### config.mk
export PLATFORM = sky130hd
export DESIGN_NAME = prio_vec_intc
export DESIGN_NICKNAME = d
export VERILOG_FILES = /design/src/rtl/pvi_pkg.sv /design/src/rtl/pvi_edge.sv /design/src/rtl/pvi_regs.sv /design/src/rtl/pvi_prio.sv /design/src/rtl/pvi_seq.sv /design/src/rtl/prio_vec_intc.sv
export SDC_FILE = /design/constraint.sdc
export NUM_CORES = 1
export LEC_CHECK = 0
export BUFFER_PORTS_ARGS = -buffer_cell sky130_fd_sc_hd__buf_2
export CORE_ASPECT_RATIO = 0.9
export CORE_MARGIN = 4
export CORE_UTILIZATION = 40
export CTS_CLUSTER_SIZE = 14
export DETAILED_ROUTE_END_ITERATION = 8
export HOLD_SLACK_MARGIN = 0.15
export SLEW_MARGIN = 20
export SYNTH_ARGS = -nofsm -noshare
export SYNTH_HDL_FRONTEND = slang
export SYNTH_SLANG_ARGS = --single-unit
### constraint.sdc
create_clock -name clk -period 1.85 [get_ports clk]
set_clock_uncertainty 0.05 [all_clocks]
set_input_delay 0.185 -clock clk [delete_from_list [all_inputs] [get_ports clk]]
set_output_delay 0.185 -clock clk [all_outputs]
set_load 0.01 [all_outputs]
### src/rtl/pvi_pkg.sv
package pvi_pkg;
    localparam int NSRC   = 9;
    localparam int NWAKE  = 4;
    localparam int NEVT   = NSRC - 1;
    localparam int NPAGE  = 6;
    localparam int NSLOT  = 4 * NPAGE;
    localparam int ADDR_W = 6;
    localparam int VEC_W  = 14;
    localparam int NPRIO  = 7;

    typedef logic [2:0] prio_t;

    typedef enum logic [1:0] {
        ST_IDLE,
        ST_FINISH,
        ST_SAVE,
        ST_JUMP
    } seq_state_e;

    // Priority group of each source (1 = most urgent).
    function automatic prio_t src_prio(int s);
        case (s)
            0:       return 3'd1;
            1:       return 3'd2;
            2:       return 3'd3;
            3:       return 3'd4;
            4:       return 3'd5;
            5:       return 3'd6;
            6:       return 3'd5;
            default: return 3'd7;
        endcase
    endfunction

    // Returns {valid, page index}.
    function automatic logic [3:0] page_dec(logic [ADDR_W-1:0] a);
        case (a)
            6'h00:   return 4'b1_000;
            6'h01:   return 4'b1_001;
            6'h02:   return 4'b1_010;
            6'h03:   return 4'b1_011;
            6'h22:   return 4'b1_100;
            6'h23:   return 4'b1_101;
            default: return 4'b0_000;
        endcase
    endfunction
endpackage

### src/rtl/pvi_edge.sv
module pvi_edge #(
    parameter int W = 12
) (
    input  logic         clk,
    input  logic         rst_n,
    input  logic [W-1:0] lvl,
    output logic [W-1:0] rise
);
    logic [W-1:0] prev_q;

    always_ff @(posedge clk) begin
        if (!rst_n) prev_q <= '0;
        else        prev_q <= lvl;
    end

    genvar i;
    generate
        for (i = 0; i < W; i++) begin : g_rise
            assign rise[i] = lvl[i] & ~prev_q[i];
        end
    endgenerate
endmodule

### src/rtl/pvi_regs.sv
module pvi_regs
    import pvi_pkg::*;
#(
    parameter int N  = NSRC,
    parameter int AW = ADDR_W
) (
    input  logic          clk,
    input  logic          rst_n,
    input  logic [N-1:0]  hw_set,
    input  logic          we,
    input  logic          wval,
    input  logic [AW-1:0] waddr,
    input  logic [1:0]    wsel,
    input  logic          ie_clr,
    input  logic [AW-1:0] raddr,
    output logic [3:0]    rdata,
    output logic          ie,
    output logic [N-1:0]  flags,
    output logic [N-1:0]  masks
);
    localparam int SLOTS = NSLOT;

    logic [3:0]       wdec, rdec;
    logic [SLOTS-1:0] wr_hit;
    logic [SLOTS-1:0] flat;
    logic [N-1:0]     if_hit, im_hit;

    assign wdec = page_dec(waddr);
    assign rdec = page_dec(raddr);

    always_comb begin
        wr_hit = '0;
        if (we && wdec[3]) wr_hit[{wdec[2:0], wsel}] = 1'b1;
    end

    always_ff @(posedge clk) begin
        if (!rst_n)         ie <= 1'b0;
        else if (ie_clr)    ie <= 1'b0;
        else if (wr_hit[0]) ie <= wval;
    end

    genvar s;
    generate
        for (s = 0; s < N; s++) begin : g_src
            assign if_hit[s] = wr_hit[1 + 2*s];
            assign im_hit[s] = wr_hit[2 + 2*s];

            always_ff @(posedge clk) begin
                if (!rst_n)                   flags[s] <= 1'b0;
                else if (hw_set[s])           flags[s] <= 1'b1;
                else if (if_hit[s] && !wval)  flags[s] <= 1'b0;
            end

            always_ff @(posedge clk) begin
                if (!rst_n)         masks[s] <= 1'b1;
                else if (im_hit[s]) masks[s] <= wval;
            end

            assign flat[1 + 2*s] = flags[s];
            assign flat[2 + 2*s] = masks[s];
        end
        for (s = 2*N + 1; s < SLOTS; s++) begin : g_spare
            assign flat[s] = 1'b0;
        end
    endgenerate

    assign flat[0] = ie;
    assign rdata   = rdec[3] ? flat[{rdec[2:0], 2'b00} +: 4] : 4'h0;
endmodule

### src/rtl/pvi_prio.sv
module pvi_prio
    import pvi_pkg::*;
#(
    parameter int N  = NSRC,
    parameter int VW = VEC_W,
    parameter int NP = NPRIO
) (
    input  logic [N-1:0]  req,
    output logic          any,
    output logic [VW-1:0] vec
);
    logic [NP:0] grp;

    always_comb begin
        grp = '0;
        for (int s = 0; s < N; s++) begin
            if (req[s]) grp[src_prio(s)] = 1'b1;
        end
    end

    // Scan from the least urgent group so the most urgent one is written last.
    always_comb begin
        vec = '0;
        for (int g = NP; g >= 0; g--) begin
            if (grp[3'(g)]) vec = VW'(2 * g);
        end
    end

    assign any = |req;
endmodule

### src/rtl/pvi_seq.sv
module pvi_seq
    import pvi_pkg::*;
#(
    parameter int VW = VEC_W
) (
    input  logic          clk,
    input  logic          rst_n,
    input  logic          ie,
    input  logic          any_req,
    input  logic [VW-1:0] win_vec,
    output logic          take_req,
    output logic          push_en,
    output logic [1:0]    push_step,
    output logic          pc_load,
    output logic          ie_clr,
    output logic [VW-1:0] vec_addr
);
    seq_state_e state_q, state_d;

    always_ff @(posedge clk) begin
        if (!rst_n) state_q <= ST_IDLE;
        else        state_q <= state_d;
    end

    always_comb begin
        state_d = state_q;
        unique case (state_q)
            ST_IDLE:   if (ie && any_req) state_d = ST_FINISH;            // accept
            ST_FINISH: state_d = any_req ? ST_SAVE : ST_IDLE;             // commit / withdraw
            ST_SAVE:   state_d = ST_JUMP;                                 // advance
            ST_JUMP:   state_d = ST_IDLE;                                 // resume
            default:   state_d = ST_IDLE;
        endcase
    end

    always_comb begin
        take_req  = 1'b0;
        push_en   = 1'b0;
        push_step = 2'd0;
        pc_load   = 1'b0;
        ie_clr    = 1'b0;
        unique case (state_q)
            ST_IDLE:   ;
            ST_FINISH: begin
                take_req = 1'b1;
                ie_clr   = any_req;
            end
            ST_SAVE:   push_en = 1'b1;
            ST_JUMP: begin
                push_en   = 1'b1;
                push_step = 2'd1;
                pc_load   = 1'b1;
            end
            default:   ;
        endcase
    end

    always_ff @(posedge clk) begin
        if (!rst_n)      vec_addr <= '0;
        else if (ie_clr) vec_addr <= win_vec;
    end
endmodule

### src/rtl/prio_vec_intc.sv
module prio_vec_intc
    import pvi_pkg::*;
#(
    parameter int NW = NWAKE,
    parameter int NE = NEVT,
    parameter int AW = ADDR_W,
    parameter int VW = VEC_W
) (
    input  logic          clk,
    input  logic          rst_n,
    input  logic [NW-1:0] wake_pin,
    input  logic [NE-1:0] evt_in,
    input  logic          bit_we,
    input  logic          bit_val,
    input  logic [AW-1:0] bit_addr,
    input  logic [1:0]    bit_sel,
    input  logic [AW-1:0] rd_addr,
    output logic [3:0]    rd_data,
    output logic          take_req,
    output logic          push_en,
    output logic [1:0]    push_step,
    output logic          pc_load,
    output logic [VW-1:0] vec_addr
);
    localparam int NIN = NW + NE;
    localparam int NS  = NE + 1;

    logic [NIN-1:0] rise;
    logic [NS-1:0]  hw_set;
    logic [NS-1:0]  flag_w, mask_w;
    logic           ie_w, ie_clr_w, any_w;
    logic [VW-1:0]  win_vec_w;

    pvi_edge #(.W(NIN)) u_edge (
        .clk  (clk),
        .rst_n(rst_n),
        .lvl  ({evt_in, wake_pin}),
        .rise (rise)
    );

    assign hw_set = {rise[NIN-1:NW], |rise[NW-1:0]};

    pvi_regs #(.N(NS), .AW(AW)) u_regs (
        .clk   (clk),
        .rst_n (rst_n),
        .hw_set(hw_set),
        .we    (bit_we),
        .wval  (bit_val),
        .waddr (bit_addr),
        .wsel  (bit_sel),
        .ie_clr(ie_clr_w),
        .raddr (rd_addr),
        .rdata (rd_data),
        .ie    (ie_w),
        .flags (flag_w),
        .masks (mask_w)
    );

    pvi_prio #(.N(NS), .VW(VW), .NP(NPRIO)) u_prio (
        .req(flag_w & ~mask_w),
        .any(any_w),
        .vec(win_vec_w)
    );

    pvi_seq #(.VW(VW)) u_seq (
        .clk      (clk),
        .rst_n    (rst_n),
        .ie       (ie_w),
        .any_req  (any_w),
        .win_vec  (win_vec_w),
        .take_req (take_req),
        .push_en  (push_en),
        .push_step(push_step),
        .pc_load  (pc_load),
        .ie_clr   (ie_clr_w),
        .vec_addr (vec_addr)
    );
endmodule

==> results of run 1 <==
worst max-delay path: cells and delay by family, from the launching register on:
family / cells / cell delay, ns
buffers and inverters: 1 / 0.14
DFF: 1 / 0.35
muxes: 1 / 0.47
and+or+nand+nor: 1 / 0.15
area by class of cell:
class	count	area share (%)
multi-input combinational	137	42.3
timing repair buffer	55	15.7
inverter	15	2.54
tap	60	3.39
clock buffer	8	4.51
sequential	35	31.6
cells in the final DEF (no fill, tap or decap), types with 4 or more instances in the layout:
master	synthesis	layout
a21oi_1	11	11
a31oi_1	5	5
and2_1	9	9
buf_2	1	39
clkbuf_8	0	7
conb_1	1	13
dfxtp_1	35	35
dlygate4sd3_1	0	13
inv_1	15	15
mux2i_1	6	6
nand2b_1	11	11
nor2_1	7	7
nor2b_1	7	7
o21a_1	4	4
o21ai_0	8	8
o22ai_1	5	5
o311ai_1	5	5
o31ai_1	6	6
layer usage:
layer | global-route usage [%] | wire, um | up-vias
li1 | - | - | 787
met1 | 20.9 | 2010 | 682
met2 | 22.1 | 1760 | 60
met3 | 4.02 | 341 | 6
met4 | 8.16 | 59 | 0
met5 | 0 | 0 | -
where the power goes:
group	total, W	internal [W]	leakage [nW]	switching, W
logic	0.000191	0.0000922	0.650	0.0000989
registers	0.000801	0.000783	0.288	0.0000184
clock network	0.000606	0.000340	0.0515	0.000266
per-stage QoR:
step | std cells | power [W] | setup slack (ns) | util, %
3_3_place_gp | 289 | 0.000986 | 0.259 | 47.5
2_1_floorplan | 208 | 0.000938 | 0.456 | -
3_5_place_dp | 289 | 0.000988 | 0.239 | 47.5
4_1_cts | 310 | 0.00161 | 0.220 | 53.0
6_report | 310 | 0.00160 | 0.225 | 53.0
5_1_grt | 310 | 0.00167 | 0.131 | 53.0
sequential cells by signal, indices dropped and copies added (netlist names), named ones only:
signal	cells
u_edge.prev_q	12
u_regs.flags	9
u_regs.masks	9
u_seq.vec_addr	2
u_regs.ie	1
u_seq.state_q	1
Yosys cell counts (2+ instances only):
master    count
o21ai_0       8
inv_1        15
nand4_1       2
a211oi_1      2
nor2_1        7
o311ai_1      5
nand2_1       3
o22ai_1       5
and4_2        3
o21a_1        4
dfxtp_1      35
a21oi_1      11
buf_4        14
mux2i_1       6
nand2b_1     11
or3_1         2
a31oi_1       5
o31a_1        2
and3_1        3
and2_1        9
nor2b_1       7
clkbuf_1      4
o31ai_1       6
nand3b_1      2
repair_timing:
action	4_1_cts	5_1_grt
setup buffers	0	0
hold buffers	13	0
endpoints found under the hold margin	20	0
cell families (layout without fill, tap and decap cells):
group                  Yosys count  after routing  synth area share (%)
AOI/OAI and AO/OA               55             55                  21.3
and+or+nand+nor                 62             62                  23.9
buffers and inverters           36             78                  10.7
other                            1             13                 0.210
muxes                            7              7                  4.63
DFF                             35             35                  39.3
how the worst max path moves through the flow:
stage | cells after the start | slack [ns] | start | to
2_1_floorplan | 4 | 0.46 | bit_addr[3] | u_regs.flags[0]
3_3_place_gp | 5 | 0.26 | bit_addr[3] | u_regs.masks[4]
3_5_place_dp | 5 | 0.24 | bit_addr[3] | u_regs.ie
4_1_cts | 3 | 0.22 | u_regs.flags[5] | rd_data[3]
5_1_grt | 4 | 0.13 | u_regs.flags[7] | u_seq.vec_addr[2]
6_report | 3 | 0.22 | u_regs.flags[5] | rd_data[3]
==> run summary, run 1 <==
Post-Syn Area -> 0.00178 mm2
Via-to-Cell Ratio -> 4.95
Core Region -> 0.00418 mm2
CTS Buf Count -> 5
Avg Synthesized Cell Area -> 9.10 um2
Root Buffer Master -> clkbuf_8
Worst R2R Start -> u_regs.flags[7]
register area -> 701 um2
Reg clk slew, reported paths -> 0.07 ns
Post-route DRC -> 0
Mapped Cells -> 196
GRT Total Usage -> 15.3%
DIE HEIGHT -> 71.3 um
R2R Path End -> u_seq.vec_addr[2]
Iteration-0 DRC Markers -> 110
antenna viol nets, final -> 0
Lkg Pwr -> 0.990 nW
Worst Hold Depth -> 3
unrepaired setup endpoints after global routing -> no
drt wl/cell -> 13.5 um
Worst Max-Slew Pin Slew -> 0.514 ns
gpl congestion -> 0.816
Worst Hold Launch -> bit_addr[1]
Hold EP -> u_regs.ie
post-synthesis cell type with the largest combined area -> dfxtp_1
routed wire length -> 4180 um
input/output buffers -> 39
Top FF cell, synth -> dfxtp_1
Synth top area share -> 39.3%
Final Max Tran Viols -> 0
endpoints failing setup -> 0
# IOs -> 53
vias in the first global route -> 1379
Area Overhead vs Synth -> 24.4%
pwr dens -> 721 mW/mm2
vias post-DR -> 1535
Critical Path RT -> 1.62 ns
GRT Residual Overflow -> 0
layout cell share with drive strength beyond 1 -> 24.8%
Slowest Stage Delay on Critical Path -> 0.47 ns
largest net degree at the start of global routing -> 23
critical path class -> reg2out
VDD IR-drop max -> 435 uV
Relative slew margins -> 65.7%
Chip Width -> 78.4 um
post-layout min period -> 1.63 ns
slowest CP cell -> mux4_2
number of synthesized flops with an enable pin -> 0
largest cells by area after synthesis -> dfxtp_1 39%, buf_4 5.9%, nand2b_1 3.9%
first-pass GRT wire length -> 6620 um
Synth Warn # -> 0
# rows -> 22
Post-CTS Resized -> 0
fin crit share -> 87.8%
type of origin of the critical path -> register
clock buffer depth -> 2
fill count -> 417
Pre-Repair DR Iteration Count -> 4
Post-synth ARST share -> 0%
CP Max Fanout -> 3
Seq cells post-synth -> 35
worst hold path type -> in2reg
CP endpoint kind -> output pin
Reg2Reg Depth -> 4
initial antenna violation count -> 0
H-tree depth -> 2
R2R setup slack -> 0.26 ns
clk sinks -> 35
die area -> 0.00559 mm2
Max Cap Viol -> 0
DP Area -> 0.00199 mm2
synth unique cells -> 49
aggregate negative setup slack -> 0 ns
TritonCTS clock tree -> done
Clock Latency Late Sink -> 0.29 ns
nets -> 279
Fin. Hold Viols -> 0
Multi-input gate area -> 937 um2
Arr. time, crit path -> 1.39 ns
critical-path cell list -> mux4_2 > nor3b_1 > buf_2
Ant. Diodes -> 0
status -> finished, final reports clean
hold slack final -> 0.226 ns
register area share after synthesis -> 39.3%
f_max -> 615 MHz
post-detail-place hpwl -> 3140 um
starting density of the core -> 42.6%
Final Cell Area -> 0.00222 mm2
Power figures use the tool's default switching activity.
==> run 2: changes to the inputs <==
- CORE_UTILIZATION: 40 -> 25
- MAX_ROUTING_LAYER: not set -> met4
==> run 2 against run 1 <==
Compared with the run above: clock-buffer cell count is 1 lower; sequential share of layout area decreased by 0.23 points; critical path depth rose by 1; core utilization shrank 20 points; die area up 53%; critical endpoint unchanged; largest cell class unchanged.
==> run summary, run 2 (synthesis gave the netlist of run 1 again) <==
Critical Path RT -> 1.62 ns (about the same)
layout cell share with drive strength beyond 1 -> 24.8% (unchanged)
initial antenna violation count -> 0 (unchanged)
gpl congestion -> 0.828 (was 0.816)
Post-route DRC -> 0 (unchanged)
commonest cells after routing, fill and taps aside -> 39 x buf_2, 35 x dfxtp_1, 15 x inv_1, 13 x conb_1, 12 x dlygate4sd3_1 (was 39 x buf_2, 35 x dfxtp_1, 15 x inv_1, 13 x conb_1, 13 x dlygate4sd3_1)
fin crit share -> 94.0% (was 87.8%)
f_max -> 575 MHz (was 615 MHz)
routed wire length -> 4520 um (was 4180 um)
CP Max Fanout -> 2 (was 3)
final worst setup slack -> 0.110 ns (was 0.225 ns)
endpoints failing setup -> 0 (unchanged)
critical-path cell list -> buf_4 > mux4_2 > nor3b_1 > buf_2 (was mux4_2 > nor3b_1 > buf_2)
CTS Buf Count -> 5 (unchanged)
Arr. time, crit path -> 1.50 ns (was 1.39 ns)
slowest CP cell -> mux4_2 (unchanged)
most common cell after layout, fill and taps aside -> buf_2 (unchanged)
type of origin of the critical path -> register (unchanged)
starting density of the core -> 26.4% (was 42.6%)
Pre-Repair DR Iteration Count -> 4 (unchanged)
Worst Max-Slew Pin Slew -> 0.543 ns (was 0.514 ns)
first-pass GRT wire length -> 7360 um (was 6620 um)
pwr dens -> 685 mW/mm2 (was 721 mW/mm2)
Post-CTS Setup Inserts -> 0 (unchanged)
nets -> 279 (unchanged)
clk sinks -> 35 (unchanged)
Final Max Tran Viols -> 0 (unchanged)
antenna viol nets, final -> 0 (unchanged)
H-tree depth -> 2 (unchanged)
vias post-DR -> 1551 (was 1535)
post-detail-place hpwl -> 3520 um (was 3140 um)
Clock Latency Late Sink -> 0.29 ns (about the same)
drt wl/cell -> 13.3 um (was 13.5 um)
Relative slew margins -> 63.7% (was 65.7%)
Via-to-Cell Ratio -> 4.56 (was 4.95)
max reg flops -> 12 (unchanged)
unrepaired setup endpoints after global routing -> no (unchanged)
worst hold path type -> in2reg (unchanged)
Max Cap Viol -> 0 (unchanged)
Root Buffer Master -> clkbuf_8 (unchanged)
input/output buffers -> 39 (unchanged)
Fin. Hold Viols -> 0 (unchanged)
GRT Total Usage -> 11.2% (was 15.3%)
VDD IR-drop max -> 386 uV (was 435 uV)
Post-Place Cells -> 320 (was 289)
largest net degree at the start of global routing -> 23 (unchanged)
# rows -> 28 (was 22)
worst slack, placed -> 0.239 ns (about the same)
Lkg Pwr -> 0.981 nW (was 0.990 nW)
# IOs -> 53 (unchanged)
Area Overhead vs Synth -> 25.3% (was 24.4%)
Slowest Stage Delay on Critical Path -> 0.46 ns (was 0.47 ns)
Reg clk slew, reported paths -> 0.07 ns (about the same)
largest registers -> u_edge.prev_q: 12 flops, u_regs.flags: 9 flops, u_regs.masks: 9 flops (unchanged)
Final Cell Area -> 0.00223 mm2 (was 0.00222 mm2)
DIE HEIGHT -> 88.1 um (was 71.3 um)
critical path class -> reg2out (unchanged)
clock buffer depth -> 2 (unchanged)
DP Area -> 0.00203 mm2 (was 0.00199 mm2)
Final Non-Filler Cells -> 340 (was 310)
TritonCTS clock tree -> done (unchanged)
most flop-heavy register -> u_edge.prev_q (unchanged)
hold slack final -> 0.153 ns (was 0.226 ns)
Core Region -> 0.00676 mm2 (was 0.00418 mm2)
Chip Width -> 97.0 um (was 78.4 um)
vias in the first global route -> 1475 (was 1379)
GRT Residual Overflow -> 0 (unchanged)
aggregate negative setup slack -> 0 ns (unchanged)
post-layout min period -> 1.74 ns (was 1.63 ns)
die area -> 0.00855 mm2 (was 0.00559 mm2)
status -> finished, final reports clean (unchanged)
CP endpoint kind -> output pin (unchanged)
Ant. Diodes -> 0 (unchanged)
Iteration-0 DRC Markers -> 87 (was 110)
## run 2: cell types whose count changed in the layout (fill, tap and decap cells not counted)
cell | before | now
clkinv_2 | 0 | 1
buf_4 | 3 | 4
clkbuf_1 | 1 | 2
dlygate4sd3_1 | 13 | 12
clkbuf_8 | 7 | 5
## run 2: through the flow
stage          total power, W  utilization, %
2_1_floorplan        0.000938               -
3_3_place_gp         0.000991            30.1
3_5_place_dp         0.000993            30.1
4_1_cts               0.00154            33.0
5_1_grt               0.00160            33.0
6_report              0.00153            33.0
## run 2: where the power goes
part | switching, W | internal (W) | total, W | leakage, nW
Combinational | 0.000103 | 0.0000929 | 0.000196 | 0.651
Sequential | 0.0000184 | 0.000783 | 0.000801 | 0.288
Clock | 0.000269 | 0.000264 | 0.000533 | 0.0422
## run 2: final timing paths
path,startpoint,to,slack (ns),depth (start not counted)
hold / removal,bit_val,u_regs.masks[4],0.15,2
setup / recovery,u_regs.flags[7],rd_data[3],0.11,4
setup reg to reg,u_regs.flags[7],u_seq.vec_addr[2],0.28,4
hold reg to reg,u_seq.vec_addr[1],u_seq.vec_addr[1],0.41,1
## run 2: per-layer routing
layer / wire [um] / up-vias / GRT usage, % / share of wire [%]
met5: 0 / - / - / 0
met4: 25 / 0 / 3.06 / 0.55
met3: 331 / 2 / 3.82 / 7.3
met2: 1800 / 59 / 15.6 / 40
met1: 2360 / 703 / 15.5 / 52
li1: - / 787 / - / -
## run 2: area by class of cell
class / count / area [um2]
Tap cell: 90 / 113
Fill cell: 714 / 4530
Inverter: 15 / 56.3
Sequential cell: 35 / 701
Timing Repair Buffer: 55 / 345
Multi-Input combinational cell: 137 / 937
Clock inverter: 1 / 5.00
Clock buffer: 7 / 76.3
## run 2: worst max-delay path, delay by kind of cell, from the launching register on
family        cells  cell delay [ns]
buf+inv           2             0.29
mux               1             0.46
flops             1             0.33
simple gates      1             0.15
## run 2: timing repair
action                    CTS  global route
hold buffers               12             0
hold endpoints to repair   18             0
resized for setup           0             0
==> run 3: changes to the inputs <==
- CELL_PAD_IN_SITES_DETAIL_PLACEMENT: not set -> 0
- CELL_PAD_IN_SITES_GLOBAL_PLACEMENT: not set -> 1
- PLACE_DENSITY_LB_ADDON: not set -> 0.1
==> run 3 against run 2 <==
Compared with the run above: hold slack gained 0.070 ns; clock power up 8.3%; core utilization rose by 0.57 points; fmax is 1.2% higher; sequential power about the same; register-to-register slack gained 0.03 ns; non-clock buffer count grew 4; via count shrank 1.2%; worst setup slack improved by 0.021 ns; highest routed layer unchanged; sequential share of layout area fell by 0.54 points; total power up 3.5%; global-route usage is 0.97 points higher.
==> run summary, run 3 (synthesis gave the netlist of run 1 again) <==
status -> finished, final reports clean (unchanged)
final worst setup slack -> 0.131 ns (was 0.110 ns)
Post-route DRC -> 0 (unchanged)
Fin. Hold Viols -> 0 (unchanged)
initial antenna violation count -> 0 (unchanged)
GRT Total Usage -> 12.2% (was 11.2%)
Post-CTS Resized -> 0 (unchanged)
# IOs -> 53 (unchanged)
first-pass GRT wire length -> 7800 um (was 7360 um)
Final Cell Area -> 0.00227 mm2 (was 0.00223 mm2)
Pre-Repair DR Iteration Count -> 4 (unchanged)
Ant. Diodes -> 0 (unchanged)
worst hold path type -> in2reg (unchanged)
post-detail-place hpwl -> 3830 um (was 3520 um)
Iteration-0 DRC Markers -> 48 (was 87)
largest registers -> u_edge.prev_q: 12 flops, u_regs.flags: 9 flops, u_regs.masks: 9 flops (unchanged)
drt wl/cell -> 14.3 um (was 13.3 um)
largest net degree at the start of global routing -> 23 (unchanged)
GRT Residual Overflow -> 0 (unchanged)
VDD IR-drop max -> 248 uV (was 386 uV)
aggregate negative setup slack -> 0 ns (unchanged)
unrepaired setup endpoints after global routing -> no (unchanged)
vias post-DR -> 1533 (was 1551)
Via-to-Cell Ratio -> 4.47 (was 4.56)
gpl congestion -> 0.753 (was 0.828)
max reg flops -> 12 (unchanged)
pwr dens -> 696 mW/mm2 (was 685 mW/mm2)
vias in the first global route -> 1475 (unchanged)
nets -> 283 (was 279)
commonest cells after routing, fill and taps aside -> 39 x buf_2, 35 x dfxtp_1, 15 x inv_1, 13 x conb_1, 13 x dlygate4sd3_1 (was 39 x buf_2, 35 x dfxtp_1, 15 x inv_1, 13 x conb_1, 12 x dlygate4sd3_1)
routed wire length -> 4900 um (was 4520 um)
Chip Width -> 97.0 um (unchanged)
Pwr Total -> 0.00158 W (was 0.00153 W)
Core Region -> 0.00676 mm2 (unchanged)
H-tree depth -> 2 (unchanged)
input/output buffers -> 39 (unchanged)
clock buffer depth -> 2 (unchanged)
type of origin of the critical path -> register (unchanged)
Area Overhead vs Synth -> 27.4% (was 25.3%)
Root Buffer Master -> clkbuf_8 (unchanged)
Reg clk slew, reported paths -> 0.07 ns (about the same)
post-layout min period -> 1.72 ns (was 1.74 ns)
Final Max Tran Viols -> 0 (unchanged)
Critical Path RT -> 1.62 ns (about the same)
# rows -> 28 (unchanged)
starting density of the core -> 26.4% (unchanged)
critical path class -> reg2out (unchanged)
most common cell after layout, fill and taps aside -> buf_2 (unchanged)
CP endpoint kind -> output pin (unchanged)
f_max -> 582 MHz (was 575 MHz)
Clock Latency Late Sink -> 0.29 ns (about the same)
worst slack, placed -> 0.232 ns (was 0.239 ns)
DIE HEIGHT -> 88.1 um (unchanged)
TritonCTS clock tree -> done (unchanged)
most flop-heavy register -> u_edge.prev_q (unchanged)
Arr. time, crit path -> 1.48 ns (was 1.50 ns)
fin crit share -> 92.9% (was 94.0%)
DP Area -> 0.00205 mm2 (was 0.00203 mm2)
Max Cap Viol -> 0 (unchanged)
CTS Buf Count -> 5 (unchanged)
CP Max Fanout -> 2 (unchanged)
clk sinks -> 35 (unchanged)
layout cell share with drive strength beyond 1 -> 26.1% (was 24.8%)
antenna viol nets, final -> 0 (unchanged)
endpoints failing setup -> 0 (unchanged)
die area -> 0.00855 mm2 (unchanged)
Post-CTS Setup Inserts -> 0 (unchanged)
Lkg Pwr -> 1.00 nW (was 0.981 nW)
## run 3: worst max-delay path: stages (launching register included)
cell,delay [ns]
dfxtp_1,0.33
buf_4,0.15
mux4_2,0.44
nor3b_1,0.15
buf_2,0.14
## run 3: repair_timing
item	CTS	global route
hold buffers	13	0
setup endpoints to repair	0	0
hold endpoints to repair	20	0
## run 3: path summary, 6_finish.rpt
kind	from	end	slack (ns)	cells after the start
worst max-delay path	u_regs.flags[5]	rd_data[3]	0.13	4
worst max register to register	u_regs.flags[7]	u_seq.vec_addr[2]	0.31	4
worst min-delay path	rst_n	u_regs.flags[2]	0.22	3
worst min register to register	u_seq.vec_addr[1]	u_seq.vec_addr[1]	0.42	1
## run 3: cell type report
type,instances,area (um2)
clock inverter,1,5.00
tap,90,113
sequential,35,701
fill,727,4490
clock buffer,6,82.6
timing repair buffer,59,378
inverter,15,56.3
multi-input combinational,137,937
## run 3: power by group
part	switching (W)	leakage, nW	internal, W
registers	0.0000169	0.288	0.000782
logic	0.000107	0.669	0.0000993
clock network	0.000284	0.0470	0.000292
## run 3: per-stage QoR
stage	hold WS [ns]	std cells	utilization (%)
after global placement	0.353	323	30.4
after floorplan	0.257	208	-
after detailed placement	0.358	323	30.4
final	0.222	343	33.6
after CTS	0.223	343	33.6
after global routing	0.260	343	33.6
## run 3: layer usage
layer  wire [um]  global-route usage (%)
met1        2590                    16.5
met2        2000                    17.9
met3         245                    3.11
met4          59                    3.83
met5           0                       -
